### config.mk
export PLATFORM = sky130hd
export DESIGN_NAME = trig_seq_pool
export DESIGN_NICKNAME = d
export VERILOG_FILES = /design/src/rtl/trig_seq_pkg.sv /design/src/rtl/trig_part_map.sv /design/src/rtl/trig_sop.sv /design/src/rtl/trig_seq_engine.sv /design/src/rtl/trig_seq_pool.sv
export SDC_FILE = /design/constraint.sdc
export NUM_CORES = 1
export LEC_CHECK = 0
export BUFFER_PORTS_ARGS = -buffer_cell sky130_fd_sc_hd__buf_2
export CORE_ASPECT_RATIO = 1.4
export CORE_MARGIN = 2
export CORE_UTILIZATION = 30
export DETAILED_ROUTE_END_ITERATION = 10
export GPL_ROUTABILITY_DRIVEN = 1
export PLACE_DENSITY = 0.6
export SKIP_LAST_GASP = 1
export SYNTH_ARGS = -nofsm -noshare
export SYNTH_HDL_FRONTEND = slang
export SYNTH_SLANG_ARGS = --single-unit
### constraint.sdc
create_clock -name clk -period 14.79 [get_ports clk]
set_input_delay 0.7395 -clock clk [delete_from_list [all_inputs] [get_ports clk]]
set_output_delay 0.7395 -clock clk [all_outputs]
set_load 0.02 [all_outputs]
### src/rtl/trig_seq_pkg.sv
package trig_seq_pkg;

  localparam int unsigned POOL_STAGES = 16;
  localparam int unsigned POOL_SEQS   = 4;
  localparam int unsigned STG_W       = $clog2(POOL_STAGES);
  localparam int unsigned LEN_W       = STG_W + 1;

  typedef enum logic [2:0] {
    PM_ONE16  = 3'd0,
    PM_TWO8   = 3'd1,
    PM_FOUR4  = 3'd2,
    PM_8_4_4  = 3'd3,
    PM_12_4   = 3'd4
  } part_mode_e;

  typedef struct packed {
    logic [STG_W-1:0] base;
    logic [LEN_W-1:0] len;
  } seq_span_t;

  // Stage window owned by sequencer s under mode m; len 0 means unused.
  function automatic seq_span_t span_of(input logic [2:0] m, input int s);
    seq_span_t r;
    r.base = '0;
    r.len  = '0;
    case (m)
      PM_TWO8: begin
        if (s < 2) begin r.base = STG_W'(8 * s); r.len = LEN_W'(8); end
      end
      PM_FOUR4: begin
        r.base = STG_W'(4 * s); r.len = LEN_W'(4);
      end
      PM_8_4_4: begin
        if (s == 0)      begin r.base = STG_W'(0);  r.len = LEN_W'(8); end
        else if (s == 1) begin r.base = STG_W'(8);  r.len = LEN_W'(4); end
        else if (s == 2) begin r.base = STG_W'(12); r.len = LEN_W'(4); end
      end
      PM_12_4: begin
        if (s == 0)      begin r.base = STG_W'(0);  r.len = LEN_W'(12); end
        else if (s == 1) begin r.base = STG_W'(12); r.len = LEN_W'(4);  end
      end
      default: begin
        if (s == 0) begin r.base = '0; r.len = LEN_W'(16); end
      end
    endcase
    return r;
  endfunction

endpackage

### src/rtl/trig_part_map.sv
module trig_part_map
  import trig_seq_pkg::*;
#(
  parameter int unsigned NSEQ = POOL_SEQS
) (
  input  logic [2:0]             mode,
  output logic [NSEQ*STG_W-1:0]  seq_base,
  output logic [NSEQ*LEN_W-1:0]  seq_len
);

  for (genvar s = 0; s < NSEQ; s++) begin : g_span
    seq_span_t sp;
    always_comb begin
      sp = span_of(mode, s);
      seq_base[s*STG_W +: STG_W] = sp.base;
      seq_len[s*LEN_W +: LEN_W]  = sp.len;
    end
  end

endmodule

### src/rtl/trig_sop.sv
module trig_sop #(
  parameter int unsigned NFLAG = 8,
  parameter int unsigned NPROD = 8
) (
  input  logic [NFLAG-1:0]       flags,
  input  logic [NPROD*NFLAG-1:0] terms,
  input  logic                   qual,
  output logic                   hit
);

  logic [NPROD-1:0] prod;

  for (genvar p = 0; p < NPROD; p++) begin : g_prod
    logic [NFLAG-1:0] t;
    assign t       = terms[p*NFLAG +: NFLAG];
    assign prod[p] = (|t) && (&(flags | ~t));
  end

  assign hit = qual && (|prod);

endmodule

### src/rtl/trig_seq_engine.sv
module trig_seq_engine
  import trig_seq_pkg::*;
#(
  parameter int unsigned NFLAG = 8,
  parameter int unsigned CNT_W = 20,
  parameter int unsigned NST   = POOL_STAGES
) (
  input  logic                   clk,
  input  logic                   rst_n,
  input  logic                   arm,
  input  logic                   smp_valid,
  input  logic [NFLAG-1:0]       flags,
  input  logic [NST*NFLAG-1:0]   stage_mask,
  input  logic [NST*CNT_W-1:0]   stage_pass,
  input  logic [STG_W-1:0]       base,
  input  logic [LEN_W-1:0]       len,
  output logic [STG_W-1:0]       cur_stage,
  output logic                   fired,
  output logic                   fire_now
);

  logic [STG_W-1:0] cur_q;
  logic [CNT_W-1:0] cnt_q;
  logic             fired_q;
  logic [STG_W-1:0] idx;
  logic [NFLAG-1:0] mask;
  logic [CNT_W-1:0] pass;
  logic             active, cond, reached, last, take;

  assign idx     = base + cur_q;
  assign mask    = stage_mask[int'(idx)*NFLAG +: NFLAG];
  assign pass    = stage_pass[int'(idx)*CNT_W +: CNT_W];
  assign active  = (len != '0) && ({1'b0, cur_q} < len);
  assign cond    = &(flags | ~mask);
  assign reached = ({1'b0, cnt_q} + 1'b1) >= {1'b0, pass};
  assign last    = ({1'b0, cur_q} + 1'b1) == len;
  assign take    = smp_valid && active && !fired_q && cond;
  assign fire_now = take && reached && last;

  always_ff @(posedge clk or negedge rst_n) begin
    if (!rst_n) begin
      cur_q   <= '0;
      cnt_q   <= '0;
      fired_q <= 1'b0;
    end else if (arm || !active) begin
      cur_q   <= '0;
      cnt_q   <= '0;
      fired_q <= 1'b0;
    end else if (take) begin
      if (reached) begin
        cnt_q <= '0;
        if (last) fired_q <= 1'b1;
        else      cur_q   <= cur_q + 1'b1;
      end else begin
        cnt_q <= cnt_q + 1'b1;
      end
    end
  end

  assign cur_stage = cur_q;
  assign fired     = fired_q;


  fired_sticky_chk: assert property (@(posedge clk) disable iff (!rst_n)
    (fired_q && !arm && len != '0 && $stable(len)) |=> fired_q);


  unused_idle_chk: assert property (@(posedge clk) disable iff (!rst_n)
    (len == '0) |=> (cur_q == '0 && !fired_q));


  idle_hold_chk: assert property (@(posedge clk) disable iff (!rst_n)
    (!smp_valid && !arm && active) |=> ($stable(cur_q) && $stable(cnt_q) && $stable(fired_q)));


  step_one_chk: assert property (@(posedge clk) disable iff (!rst_n)
    (!arm && active && !fired_q) |=> (cur_q == $past(cur_q) || cur_q == $past(cur_q) + 1'b1));

endmodule

### src/rtl/trig_seq_pool.sv
module trig_seq_pool
  import trig_seq_pkg::*;
#(
  parameter int unsigned NFLAG = 8,
  parameter int unsigned CNT_W = 20,
  parameter int unsigned NPROD = 8
) (
  input  logic                           clk,
  input  logic                           rst_n,
  input  logic                           arm,
  input  logic [2:0]                     part_mode,
  input  logic [POOL_STAGES*NFLAG-1:0]   stage_mask,
  input  logic [POOL_STAGES*CNT_W-1:0]   stage_pass,
  input  logic [NPROD*NFLAG-1:0]         sop_term,
  input  logic                           sop_en,
  input  logic [POOL_SEQS-1:0]           trig_sel,
  input  logic                           smp_valid,
  output logic                           smp_ready,
  input  logic [NFLAG-1:0]               smp_flags,
  output logic [POOL_SEQS*STG_W-1:0]     seq_stage,
  output logic [POOL_SEQS-1:0]           seq_fired,
  output logic                           trig_out,
  output logic                           trig_pulse
);

  logic [POOL_SEQS*STG_W-1:0] base_w;
  logic [POOL_SEQS*LEN_W-1:0] len_w;
  logic [POOL_SEQS-1:0]       fire_now;
  logic                       sop_hit, trig_d, rdy_q;

  trig_part_map #(.NSEQ(POOL_SEQS)) i_map (
    .mode     (part_mode),
    .seq_base (base_w),
    .seq_len  (len_w)
  );

  for (genvar s = 0; s < POOL_SEQS; s++) begin : g_seq
    trig_seq_engine #(.NFLAG(NFLAG), .CNT_W(CNT_W), .NST(POOL_STAGES)) i_eng (
      .clk        (clk),
      .rst_n      (rst_n),
      .arm        (arm),
      .smp_valid  (smp_valid),
      .flags      (smp_flags),
      .stage_mask (stage_mask),
      .stage_pass (stage_pass),
      .base       (base_w[s*STG_W +: STG_W]),
      .len        (len_w[s*LEN_W +: LEN_W]),
      .cur_stage  (seq_stage[s*STG_W +: STG_W]),
      .fired      (seq_fired[s]),
      .fire_now   (fire_now[s])
    );
  end

  trig_sop #(.NFLAG(NFLAG), .NPROD(NPROD)) i_sop (
    .flags (smp_flags),
    .terms (sop_term),
    .qual  (smp_valid && sop_en),
    .hit   (sop_hit)
  );

  assign trig_d = (|(fire_now & trig_sel)) || sop_hit;

  always_ff @(posedge clk or negedge rst_n) begin
    if (!rst_n) begin
      trig_out   <= 1'b0;
      trig_pulse <= 1'b0;
      rdy_q      <= 1'b0;
    end else begin
      rdy_q <= 1'b1;
      if (arm) begin
        trig_out   <= 1'b0;
        trig_pulse <= 1'b0;
      end else begin
        trig_out   <= trig_out || trig_d;
        trig_pulse <= trig_d && !trig_out;
      end
    end
  end

  assign smp_ready = rdy_q;


  pulse_with_level_chk: assert property (@(posedge clk) disable iff (!rst_n)
    trig_pulse |-> trig_out);


  pulse_single_chk: assert property (@(posedge clk) disable iff (!rst_n)
    trig_pulse |=> !trig_pulse);


  rise_pulses_chk: assert property (@(posedge clk) disable iff (!rst_n)
    $rose(trig_out) |-> trig_pulse);


  trig_sticky_chk: assert property (@(posedge clk) disable iff (!rst_n)
    (trig_out && !arm) |=> trig_out);


  ready_up_chk: assert property (@(posedge clk) disable iff (!rst_n)
    smp_ready |=> smp_ready);

endmodule

==> out/metrics.yaml <==
dr.pass1.iters: 7
critical-path-slowest-cell: "nand4b_1"
ir_drop_v: 0.00006297
yosysWarnings: 0
synth_edf_count: 0
fin_worst_skew_ns: 0.01629
yosys.area_share.adder_pct: 5.361
ctsHoldBuffers: 0
clk_latency_ns: 0.37
relSlewSlack_pct: 26.05
synth_area_um2: 22870
rsz0062_at_grt: "no"
worst-slew-pin-transition_ns: 1.109
final_layout_size_suffix_gt1_share_pct: 44.49
report.final.setup_viol: 0
design_area_um2: 26800
worst_r2r_path_depth: 16
grt_pass1_wl_mm: 152.3
critPathRequiredTime_ns: 15.06
synth_compound_area_share_pct: 11.84
gp_congestion: 0.9731
htree_levels: 3
grt_max_degree: 75
drcViolationCount: 0
synthCells: 2072
synthXorXnorAreaFrac_pct: 3.096
synth_top_area_share_pct: 43.82
core.rowCount: 119
grt_usage_pct: 26.06
numClockSinks: 103
vias_per_cell: 6.561
wire_per_inst_um: 30.06
initial_core_util_pct: 30.36
yosysSeqAreaShare_pct: 11.27
post_cts_buffers: 0
die_w_um: 237.4
synth_ff_type: "dfrtp_1"
nNetsFinal: 3122
pin_count: 555
cts_tree: "built"
port_buffers: 554
synthTopCellsByArea: "mux4_2, dfrtp_1, mux2i_1"
cp.arrival_ns: 7.14
cp_cell_sequence: "buf_2 > nand2b_1 > a21oi_1 > ha_4 > buf_4 > mux4_2 > mux4_2 > inv_1 > ha_1 > a21oi_1 > o21ai_0 > nor4_1 > a31oi_1 > a311o_1 > nand4b_1 > o2bb2ai_1"
max_freq_ghz: 0.1456
die_y_um: 330.7
min_period_over_period_pct: 46.45
core_um2: 75340
crit_type: "input port to flop"
cp_max_fo: 74
slowest_delay_ns: 0.87
cts_buffer_depth: 2
yosys.area.top_type: "mux4_2"
path_clk_slew_ns: 0.08
grt_antenna_before_repair: 43
syn2layout_area_growth_pct: 17.16
die_area_um2: 78500
power_density_nw_per_um2: 37.25
report.power.total_w: 0.0009982
ys_types: 81
hpwl_mm: 83.16
drv_slew: 0
synthSimpleGateAreaFrac_pct: 12.06
grt_remaining_overflow: 0
ant_nets: 0
period_needed_ns: 6.870
max_cap_violations: 0
power_leakage_nw: 9.996
synthMuxAreaShare_pct: 51.19
cts_resized: 0
synth-seq-cells: 103
cts_buffers: 9
hold_class: "input port to asynchronous set/reset pin"
syn_nets: 2702
synth_top_family_by_area: "multiplexers"
status: "complete, no violations"
vias: 22870
wirelength_mm: 104.8
place_area_um2: 26450
grt_pass1_vias: 22700
ys_async_sr_fraction_pct: 100.0
setup_tns_ns: 0
final-hold-violation-count: 0
root_buffer: "clkbuf_16"
start_kind: "input port"
drtIter0Drc: 2182
end_kind: "flop"
syn_area_per_cell_um2: 11.04
[placed cells by master, fill, tap and decap left out, types with 45 or more instances in the layout]
cell type / instances
a21oi_1: 45
ha_1: 95
nor2_1: 75
nand3_1: 79
buf_2: 553
nand2_1: 137
inv_1: 102
dfrtp_1: 93
mux2i_1: 146
mux4_2: 445
xnor2_1: 46
[state kept, by name, indices dropped and copies added, names as in the netlist]
name / count
g_seq.i_eng.cnt_q: 80
g_seq.i_eng.cur_stage: 16
g_seq.i_eng.fired: 4
smp_ready: 1
trig_out: 1
trig_pulse: 1
[cell type report]
cell class              instances  area [um2]
repair buffers                593        3068
flip-flops and latches        103        2608
clock buffers                  10       229.0
multi-input cells            1681       19170
inverters                     104       390.4
fillers                      7635       48540
clock inverters                 6       67.56
well taps                     968        1211
diodes                         21       52.55
[per-stage QoR]
step	hold WS, ns	utilization [%]	instances	worst slack, ns
after CTS	0.4126	35.50	3465	7.973
after global routing	0.4345	35.55	3479	7.595
after global placement	0.4620	35.11	3449	7.640
after detailed placement	0.4755	35.11	3449	7.588
final	0.3854	35.57	3486	7.920
after floorplan	0.4439	-	2072	9.178
[cell families (layout without fill, tap and decap cells)]
group                      Yosys count  count (layout)
AOI/OAI and AO/OA                  362             362
xor gates and xnor gates            80              80
adders and majority gates           98              98
buffers and inverters              288             713
DFF                                103             103
muxes                              611             611
other                                2              23
and+or+nand+nor                    528             528
[critical path: cells and delay by family]
family	cells	cell delay, ns
simple gates	3	1.62
compound gates	6	1.58
fa+ha+maj	2	0.96
buf+inv	3	1.14
mux	2	0.92
[metal layers]
layer  up-vias  GRT usage (%)  wire, um
li1       9485              -         -
met1     11550          33.25     39260
met2      1525          43.30     50210
met3       282          4.725      9897
met4        24          11.55      5286
met5         -              0       140
[power breakdown]
group	switching [W]	internal, W
combinational	0.000245	0.000212
clock	0.000125	0.000133
sequential	0.00000127	0.000282
total	0.000371	0.000628
[Yosys cell counts, types with 7 or more instances]
cell type	n
or3_1	8
clkbuf_1	107
nand3_1	79
mux2i_1	146
buf_2	31
xnor2_1	47
inv_1	102
o21a_1	9
and4_1	12
and2_1	10
nand2b_1	29
mux2_2	20
o22ai_1	9
a211oi_1	11
a2111oi_0	7
and3_1	19
a31oi_1	12
o221ai_1	33
o31ai_1	10
xor2_1	32
buf_1	35
dfrtp_1	103
a21o_1	13
a22oi_1	25
a22o_1	30
nand4_1	33
ha_1	98
or2_2	7
nor2b_1	34
nor3_1	24
nand2_1	137
mux4_2	445
nor2_1	75
a221oi_1	37
o2bb2ai_1	17
nor4_1	28
a21oi_1	45
o21ai_0	42
[worst paths after layout]
path | from | endpoint | slack [ns]
worst max-delay path | part_mode[2] | g_seq[1].i_eng.cnt_q[17] | 7.92
worst min-delay path | rst_n | smp_ready | 0.39
worst max register to register | g_seq[0].i_eng.cur_stage[0] | g_seq[0].i_eng.cnt_q[15] | 8.38
worst min register to register | trig_out | trig_pulse | 0.49
max in group asynchronous | rst_n | g_seq[2].i_eng.cur_stage[1] | 13.04
min in group clk | trig_out | trig_pulse | 0.49
No activity file was read; power rests on OpenSTA's default activity.
